**config.mk**
```make
export PLATFORM = sky130hd
export DESIGN_NAME = sdr_data_pipe
export DESIGN_NICKNAME = d
export VERILOG_FILES = /design/src/rtl/sdr_dp_pkg.sv /design/src/rtl/sdr_burst_track.sv /design/src/rtl/sdr_rd_pipe.sv /design/src/rtl/sdr_wr_drive.sv /design/src/rtl/sdr_data_pipe.sv
export SDC_FILE = /design/constraint.sdc
export NUM_CORES = 1
export LEC_CHECK = 0
export BUFFER_PORTS_ARGS = -buffer_cell sky130_fd_sc_hd__buf_2
export CAP_MARGIN = 5
export CELL_PAD_IN_SITES_DETAIL_PLACEMENT = 0
export CELL_PAD_IN_SITES_GLOBAL_PLACEMENT = 1
export CORE_MARGIN = 2
export CORE_UTILIZATION = 34
export CTS_CLUSTER_DIAMETER = 60
export DETAILED_ROUTE_END_ITERATION = 6
export PLACE_DENSITY = 0.72
export SKIP_LAST_GASP = 1
export SYNTH_ARGS = -nofsm -noshare
export SYNTH_HDL_FRONTEND = slang
export SYNTH_SLANG_ARGS = --single-unit
```
**constraint.sdc**
```tcl
create_clock -name clk -period 1.76 [get_ports clk]
set_input_delay 0.176 -clock clk [delete_from_list [all_inputs] [get_ports clk]]
set_output_delay 0.176 -clock clk [all_outputs]
set_load 0.01 [all_outputs]
```
**src/rtl/sdr_dp_pkg.sv**
```systemverilog
package sdr_dp_pkg;

  localparam int BL_CNT_W = 4;
  localparam int CL_MIN   = 2;
  localparam int CL_MAX   = 3;
  localparam int MASK_W   = 2;

  typedef logic [BL_CNT_W-1:0] beat_cnt_t;

  typedef enum logic [1:0] {
    BURST_IDLE = 2'd0,
    BURST_RD   = 2'd1,
    BURST_WR   = 2'd2
  } burst_mode_e;

  function automatic beat_cnt_t burst_beats(input logic [2:0] code);
    case (code)
      3'd1:    return beat_cnt_t'(2);
      3'd2:    return beat_cnt_t'(4);
      3'd3:    return beat_cnt_t'(8);
      default: return beat_cnt_t'(1);
    endcase
  endfunction

  function automatic logic burst_is_page(input logic [2:0] code);
    return code == 3'b111;
  endfunction

endpackage

```
**src/rtl/sdr_burst_track.sv**
```systemverilog
module sdr_burst_track
  import sdr_dp_pkg::*;
(
  input  logic       clk,
  input  logic       rst_n,
  input  logic       rd_cmd,
  input  logic       wr_cmd,
  input  logic       stop_cmd,
  input  logic [2:0] bl_code,
  output logic       rd_beat,
  output logic       wr_beat
);

  localparam beat_cnt_t ONE = beat_cnt_t'(1);

  burst_mode_e mode_q, mode_d;
  beat_cnt_t   rem_q, rem_d;
  logic        page_q, page_d;
  beat_cnt_t   cmd_len;
  logic        cmd_page;

  assign cmd_len  = burst_beats(bl_code);
  assign cmd_page = burst_is_page(bl_code);

  always_comb begin
    mode_d  = mode_q;
    rem_d   = rem_q;
    page_d  = page_q;
    rd_beat = 1'b0;
    wr_beat = 1'b0;
    if (wr_cmd) begin
      wr_beat = 1'b1;
      mode_d  = BURST_WR;
      rem_d   = cmd_len - ONE;
      page_d  = cmd_page;
    end else if (rd_cmd) begin
      rd_beat = 1'b1;
      mode_d  = BURST_RD;
      rem_d   = cmd_len - ONE;
      page_d  = cmd_page;
    end else if (stop_cmd) begin
      mode_d  = BURST_IDLE;
      rem_d   = '0;
      page_d  = 1'b0;
    end else if (mode_q != BURST_IDLE) begin
      if (page_q || (rem_q != '0)) begin
        rd_beat = (mode_q == BURST_RD);
        wr_beat = (mode_q == BURST_WR);
        if (!page_q) begin
          rem_d = rem_q - ONE;
        end
      end else begin
        mode_d = BURST_IDLE;
      end
    end
  end

  always_ff @(posedge clk or negedge rst_n) begin
    if (!rst_n) begin
      mode_q <= BURST_IDLE;
      rem_q  <= '0;
      page_q <= 1'b0;
    end else begin
      mode_q <= mode_d;
      rem_q  <= rem_d;
      page_q <= page_d;
    end
  end


  rem_bound_chk: assert property (@(posedge clk) disable iff (!rst_n)
    rem_q <= beat_cnt_t'(7));


  idle_quiet_chk: assert property (@(posedge clk) disable iff (!rst_n)
    (mode_q == BURST_IDLE && !rd_cmd && !wr_cmd) |-> !(rd_beat || wr_beat));


  new_cmd_beat_chk: assert property (@(posedge clk) disable iff (!rst_n)
    (rd_cmd || wr_cmd) |=> (mode_q != BURST_IDLE));

endmodule

```
**src/rtl/sdr_rd_pipe.sv**
```systemverilog
module sdr_rd_pipe
  import sdr_dp_pkg::*;
#(
  parameter int DW = 16
) (
  input  logic              clk,
  input  logic              rst_n,
  input  logic              cas_lat3,
  input  logic              rd_beat,
  input  logic [MASK_W-1:0] beat_mask,
  input  logic [DW-1:0]     dq_in,
  output logic [MASK_W-1:0] rd_dqm,
  output logic              rd_valid,
  output logic              rd_last,
  output logic [DW-1:0]     rd_data
);

  localparam int DEPTH = CL_MAX + 1;
  localparam int HALF  = DW / MASK_W;

  logic [DEPTH-1:0]             v_q, v_d;
  logic [DEPTH-1:0][MASK_W-1:0] m_q, m_d;
  logic                         cap_v, cap_nxt;
  logic [MASK_W-1:0]            cap_m;
  logic [DW-1:0]                data_d;
  logic                         valid_q, last_q;
  logic [DW-1:0]                data_q;

  always_comb begin
    v_d[0] = rd_beat;
    m_d[0] = rd_beat ? beat_mask : '0;
    for (int i = 1; i < DEPTH; i++) begin
      v_d[i] = v_q[i-1];
      m_d[i] = m_q[i-1];
    end
  end

  assign cap_v   = cas_lat3 ? v_q[CL_MAX]   : v_q[CL_MIN];
  assign cap_nxt = cas_lat3 ? v_q[CL_MAX-1] : v_q[CL_MIN-1];
  assign cap_m   = cas_lat3 ? m_q[CL_MAX]   : m_q[CL_MIN];

  for (genvar h = 0; h < MASK_W; h++) begin : g_half
    assign data_d[h*HALF +: HALF] = cap_m[h] ? '0 : dq_in[h*HALF +: HALF];
  end

  assign rd_dqm = cas_lat3 ? m_q[0] : (rd_beat ? beat_mask : '0);

  always_ff @(posedge clk or negedge rst_n) begin
    if (!rst_n) begin
      v_q     <= '0;
      m_q     <= '0;
      valid_q <= 1'b0;
      last_q  <= 1'b0;
      data_q  <= '0;
    end else begin
      v_q     <= v_d;
      m_q     <= m_d;
      valid_q <= cap_v;
      last_q  <= cap_v & ~cap_nxt;
      if (cap_v) begin
        data_q <= data_d;
      end
    end
  end

  assign rd_valid = valid_q;
  assign rd_last  = last_q;
  assign rd_data  = data_q;


  last_needs_valid_chk: assert property (@(posedge clk) disable iff (!rst_n)
    rd_last |-> rd_valid);

endmodule

```
**src/rtl/sdr_wr_drive.sv**
```systemverilog
module sdr_wr_drive
  import sdr_dp_pkg::*;
#(
  parameter int DW = 16
) (
  input  logic              clk,
  input  logic              rst_n,
  input  logic              wr_beat,
  input  logic [MASK_W-1:0] beat_mask,
  input  logic [DW-1:0]     wr_data,
  input  logic [MASK_W-1:0] rd_dqm,
  output logic [DW-1:0]     dq_out,
  output logic              dq_oe,
  output logic [MASK_W-1:0] dqm_out
);

  logic [DW-1:0]     dout_q, dout_d;
  logic              oe_q, oe_d;
  logic [MASK_W-1:0] dqm_q, dqm_d;

  always_comb begin
    oe_d   = wr_beat;
    dout_d = wr_beat ? wr_data : dout_q;
    dqm_d  = wr_beat ? beat_mask : rd_dqm;
  end

  always_ff @(posedge clk or negedge rst_n) begin
    if (!rst_n) begin
      dout_q <= '0;
      oe_q   <= 1'b0;
      dqm_q  <= '0;
    end else begin
      dout_q <= dout_d;
      oe_q   <= oe_d;
      dqm_q  <= dqm_d;
    end
  end

  assign dq_out  = dout_q;
  assign dq_oe   = oe_q;
  assign dqm_out = dqm_q;


  wr_drive_chk: assert property (@(posedge clk) disable iff (!rst_n)
    wr_beat |=> (dq_oe && dq_out == $past(wr_data)));


  wr_mask_chk: assert property (@(posedge clk) disable iff (!rst_n)
    wr_beat |=> (dqm_out == $past(beat_mask)));


  oe_quiet_chk: assert property (@(posedge clk) disable iff (!rst_n)
    !wr_beat |=> !dq_oe);

endmodule

```
**src/rtl/sdr_data_pipe.sv**
```systemverilog
module sdr_data_pipe
  import sdr_dp_pkg::*;
#(
  parameter int DW = 16
) (
  input  logic              clk,
  input  logic              rst_n,
  input  logic              cas_lat3,
  input  logic [2:0]        bl_code,
  input  logic              rd_cmd,
  input  logic              wr_cmd,
  input  logic              stop_cmd,
  input  logic [MASK_W-1:0] beat_mask,
  input  logic [DW-1:0]     wr_data,
  input  logic [DW-1:0]     dq_in,
  output logic [DW-1:0]     dq_out,
  output logic              dq_oe,
  output logic [MASK_W-1:0] dqm_out,
  output logic              rd_valid,
  output logic              rd_last,
  output logic [DW-1:0]     rd_data
);

  localparam int HALF = DW / MASK_W;

  logic [1:0]        rst_sync_q;
  logic              rst_int_n;
  logic              rd_beat, wr_beat;
  logic [MASK_W-1:0] rd_dqm;
  logic              stop_only;

  always_ff @(posedge clk or negedge rst_n) begin
    if (!rst_n) begin
      rst_sync_q <= 2'b00;
    end else begin
      rst_sync_q <= {rst_sync_q[0], 1'b1};
    end
  end
  assign rst_int_n = rst_sync_q[1];
  assign stop_only = stop_cmd & ~rd_cmd & ~wr_cmd;

  sdr_burst_track u_track (
    .clk      (clk),
    .rst_n    (rst_int_n),
    .rd_cmd   (rd_cmd),
    .wr_cmd   (wr_cmd),
    .stop_cmd (stop_cmd),
    .bl_code  (bl_code),
    .rd_beat  (rd_beat),
    .wr_beat  (wr_beat)
  );

  sdr_rd_pipe #(.DW(DW)) u_rd (
    .clk       (clk),
    .rst_n     (rst_int_n),
    .cas_lat3  (cas_lat3),
    .rd_beat   (rd_beat),
    .beat_mask (beat_mask),
    .dq_in     (dq_in),
    .rd_dqm    (rd_dqm),
    .rd_valid  (rd_valid),
    .rd_last   (rd_last),
    .rd_data   (rd_data)
  );

  sdr_wr_drive #(.DW(DW)) u_wr (
    .clk       (clk),
    .rst_n     (rst_int_n),
    .wr_beat   (wr_beat),
    .beat_mask (beat_mask),
    .wr_data   (wr_data),
    .rd_dqm    (rd_dqm),
    .dq_out    (dq_out),
    .dq_oe     (dq_oe),
    .dqm_out   (dqm_out)
  );


  rd_latency_chk: assert property (@(posedge clk) disable iff (!rst_int_n)
    rd_valid |-> (cas_lat3 ? $past(rd_beat, 5) : $past(rd_beat, 4)));


  rd_upper_mask_chk: assert property (@(posedge clk) disable iff (!rst_int_n)
    (rd_valid && (cas_lat3 ? $past(beat_mask[1], 5) : $past(beat_mask[1], 4)))
      |-> (rd_data[DW-1:HALF] == '0));


  stop_cut_chk: assert property (@(posedge clk) disable iff (!rst_int_n)
    (cas_lat3 ? $past(stop_only, 5) : $past(stop_only, 4)) |-> !rd_valid);


  rd_mask_cl2_chk: assert property (@(posedge clk) disable iff (!rst_int_n)
    (rd_beat && !wr_beat && !cas_lat3) |=> (dqm_out == $past(beat_mask)));

endmodule

```
==> results.ini <==
[status]
status = complete, but fails checks
violations_in_the_final_reports = negative setup slack

[place]
dp_hpwl_um = 3110
port_buffers = 79
gpl.final_weighted_congestion = 0.711
placed_cells = 313

[timing]
final_max_slew_viol_count = 0
fin_worst_skew_ns = 0.00473
transition_time_of_the_tightest_slew_check_pin_ns = 0.577
setup_repair_after_global_routing_missed_its_margin = yes
timing.final.setup_violations = 18
period_share = 1.08
maxSlewHeadroom = 0.610
max_freq_mhz = 524
layout_setup_ws_ns = -0.148
report.final.hold_viol_count = 0
final_period_minus_worst_setup_slack_ns = 1.91

[synthesis]
yosys.area.top_type = sky130_fd_sc_hd__dfrtp_1
post_synth_inst_count = 150
synthesis.area_sq_um = 2160
synth.yosys.warnings = 0
synth.top_cell.area_share = 0.672
register_bit_count_reported_by_yosys = 58
synth_cell_types = 32
ys_seq_area_frac = 0.672
postSynthAreaPerCell_sq_um = 14.4
synth.net_count = 194
synthTopCellsByArea = sky130_fd_sc_hd__dfrtp_1 (67%), sky130_fd_sc_hd__mux2_2 (8.3%), sky130_fd_sc_hd__a22o_1 (6.5%), sky130_fd_sc_hd__a32o_1 (2.3%), sky130_fd_sc_hd__o22a_1 (1.6%)

[finish]
post_layout_nonfiller_instances = 329
layout-drive-gt1-share = 0.496
antennaDiodeCount = 0
fillCellCount = 575
areaGrowthSynthToFinish_pct = 35.9
finish.net_count = 294

[clock_network]
clk_pin_slew_ns = 0.06
cts_root_buffer = sky130_fd_sc_hd__clkbuf_8
ctsHtreeMaxLevel = 3
ctsLongestPathBuffers = 2
clk-insertion-delay-late_ns = 0.31
cts.sink_count = 58
clock_tree_from_tritoncts = built
cts_made_buffers = 9

[pwr]
leakage_power_nw = 1.49
total_power_of_the_final_layout_mw = 3.01
p_per_area_nw_per_um2 = 1030
peakVddDrop_v = 0.000438

[grt]
grt_start_max_net_pins = 40
groute.usage.overall = 0.137
m3_gr_usage = 0.0514
use_met1 = 0.187
grt_antenna_before_repair = 0
global_route_wire_length_before_repair_um = 7690
grt_busiest_layer = met2
overflow = 0
first_global_vias = 1647
grt_use_met2 = 0.201

[worst_setup_path]
kind_of_capture_point_of_the_worst_setup_path = flip-flop
critPathSlowestCell = sky130_fd_sc_hd__or4b_4
worst-endpoint-arrival_ns = 2.10
worst-r2r-setup-slack_ns = -0.15
startpoint = u_track.rem_q[0]$_DFFE_PN0P_
worstPathRequired_ns = 1.96
crit_fanout = 12
start_kind = flip-flop
timing_worst_setup_path_type = reg -> reg
kind_of_cell_with_the_highest_combined_delay_on_the_critical_path = simple AND/OR/NAND/NOR gates
worstPathBufferInverterCount = 2
worst_r2r_src = u_track.rem_q[0]$_DFFE_PN0P_
timing.critical_path.cells = inv_1 -> ha_2 -> or4b_4 -> a21oi_4 -> buf_12 -> mux2_2
cp_slowest_stage_delay_ns = 0.50

[worst_hold_path]
min_from = dq_in[12]
hold_class = in -> reg

[routing]
drt-pass1-iter-count = 4
wl_um = 4310
drtIter0Drc = 48
drt-vias-per-instance = 4.74
antenna_violating_nets_post_route = 0
remaining_drc_errors = 0
dr_total_vias = 1559
wl_per_cell_um = 13.1

[flow_run]
cap_violations = 0

[floorplanning]
fp.coreArea_sq_um = 6240
floorplan.die_area_sq_um = 7000
die_h_um = 83.7
fp.dieW_um = 83.7
std_cell_rows = 29
start_util = 0.346
pin_count = 80

[cells by family after synthesis]
family          share of synthesized area
fa+ha+maj                         0.00580
xor+xnor                          0.00406
simple gates                       0.0667
buf+inv                            0.0272
flops                               0.672
other cells                       0.00174
compound gates                      0.139
mux                                0.0835
[layout by cell type (no fill, tap or decap), types with 2 or more instances in the layout]
cell type and n:
sky130_fd_sc_hd__a31oi_1 2, sky130_fd_sc_hd__buf_4 10, sky130_fd_sc_hd__a32o_1 5, sky130_fd_sc_hd__nor2_1 9, sky130_fd_sc_hd__inv_1 8, sky130_fd_sc_hd__clkbuf_8 9
sky130_fd_sc_hd__a21oi_1 3, sky130_fd_sc_hd__a22o_1 16, sky130_fd_sc_hd__and2_1 2, sky130_fd_sc_hd__mux2_2 10, sky130_fd_sc_hd__clkbuf_1 3, sky130_fd_sc_hd__mux2_4 6
sky130_fd_sc_hd__nand2_1 2, sky130_fd_sc_hd__dfrtp_1 57, sky130_fd_sc_hd__buf_2 79, sky130_fd_sc_hd__buf_12 2, sky130_fd_sc_hd__nor3_1 2, sky130_fd_sc_hd__o22a_1 4
[synthesized netlist by cell type]
| cell | instances |
|---|---|
| sky130_fd_sc_hd__a31oi_1 | 2 |
| sky130_fd_sc_hd__a41o_1 | 1 |
| sky130_fd_sc_hd__a21boi_1 | 1 |
| sky130_fd_sc_hd__ha_1 | 1 |
| sky130_fd_sc_hd__nor3_1 | 3 |
| sky130_fd_sc_hd__buf_2 | 2 |
| sky130_fd_sc_hd__conb_1 | 1 |
| sky130_fd_sc_hd__o21ai_0 | 1 |
| sky130_fd_sc_hd__nand2b_1 | 1 |
| sky130_fd_sc_hd__o31ai_1 | 1 |
| sky130_fd_sc_hd__or4b_4 | 1 |
| sky130_fd_sc_hd__nor2_1 | 9 |
| sky130_fd_sc_hd__xnor2_1 | 1 |
| sky130_fd_sc_hd__a32o_1 | 5 |
| sky130_fd_sc_hd__a22o_1 | 16 |
| sky130_fd_sc_hd__buf_6 | 1 |
| sky130_fd_sc_hd__a21oi_1 | 3 |
| sky130_fd_sc_hd__o22a_1 | 4 |
| sky130_fd_sc_hd__dfrtp_1 | 58 |
| sky130_fd_sc_hd__nand3b_1 | 1 |
| sky130_fd_sc_hd__nor3b_1 | 2 |
| sky130_fd_sc_hd__nor4_1 | 1 |
| sky130_fd_sc_hd__nand2_1 | 2 |
| sky130_fd_sc_hd__and2_1 | 2 |
| sky130_fd_sc_hd__inv_1 | 8 |
| sky130_fd_sc_hd__or3_1 | 1 |
| sky130_fd_sc_hd__a21oi_4 | 1 |
| sky130_fd_sc_hd__nand3_1 | 1 |
| sky130_fd_sc_hd__or2_2 | 1 |
| sky130_fd_sc_hd__buf_4 | 1 |
| sky130_fd_sc_hd__nor4b_1 | 1 |
| sky130_fd_sc_hd__mux2_2 | 16 |
[sequential cells by signal, summed over array words and instances (netlist names), 2 cells and up]
register,flops
u_wr.dqm_out,2
u_rd.rd_data,16
u_rd.v_q,4
rst_sync_q,2
u_wr.dq_out,16
u_track.rem_q,4
u_rd.m_q,2
u_track.mode_q,2
u_rd.m_d,6
[stage by stage]
stage	worst slack (ns)	TNS (ns)	utilization	instance area (sq um)	hold slack, ns
finish	-0.148	-2.28	0.470	2930	0.0810
CTS	-0.149	-2.29	0.467	2920	0.0578
global placement	-0.141	-2.40	0.437	2730	-0.0372
floorplan	-0.0956	-1.57	-	2160	-0.120
detailed placement	-0.182	-2.87	0.437	2730	-0.0364
global route	-0.216	-3.69	0.470	2930	0.0692
[power breakdown]
group	internal (mW)	total (mW)	switching, mW	leakage [nW]
combinational	0.288	0.537	0.248	0.698
clock	0.486	0.926	0.440	0.0722
sequential	1.47	1.55	0.0760	0.722
[cell type report]
class	instances	area, sq um	share of cell area
clock buffers	12	135	0.0461
flip-flops and latches	58	1450	0.495
multi-input cells	80	683	0.233
well taps	77	96.3	0.0328
repair buffers	93	532	0.181
clock inverters	1	5.00	0.00171
inverters	8	30.0	0.0102
[final timing paths]
check,endpoint,cells after the start
setup / recovery,u_wr.dq_out[3]$_DFFE_PN0P_,6
hold / removal,u_rd.rd_data[12]$_DFFE_PN0P_,2
setup reg to reg,u_wr.dq_out[3]$_DFFE_PN0P_,6
hold reg to reg,u_rd.m_d[3]$_DFF_PN0_,0
max in group asynchronous,u_rd.rd_last$_DFF_PN0_,1
min in group asynchronous,rst_sync_q[0]$_DFF_PN0_,2
[metal layers]
layer / wire length (um) / vias up
met5: 0 / -
met4: 41 / 0
met3: 362 / 4
met2: 1890 / 59
met1: 2020 / 752
li1: - / 744
[what timing repair did]
action	4_1_cts	5_1_grt
pin swaps	0	0
hold buffers	1	0
endpoints found under the setup margin	20	24
buffers inserted	2	0
hold endpoints to repair	2	0
gates resized for setup	6	4
Note: power is estimated with default switching activity, not from simulation.
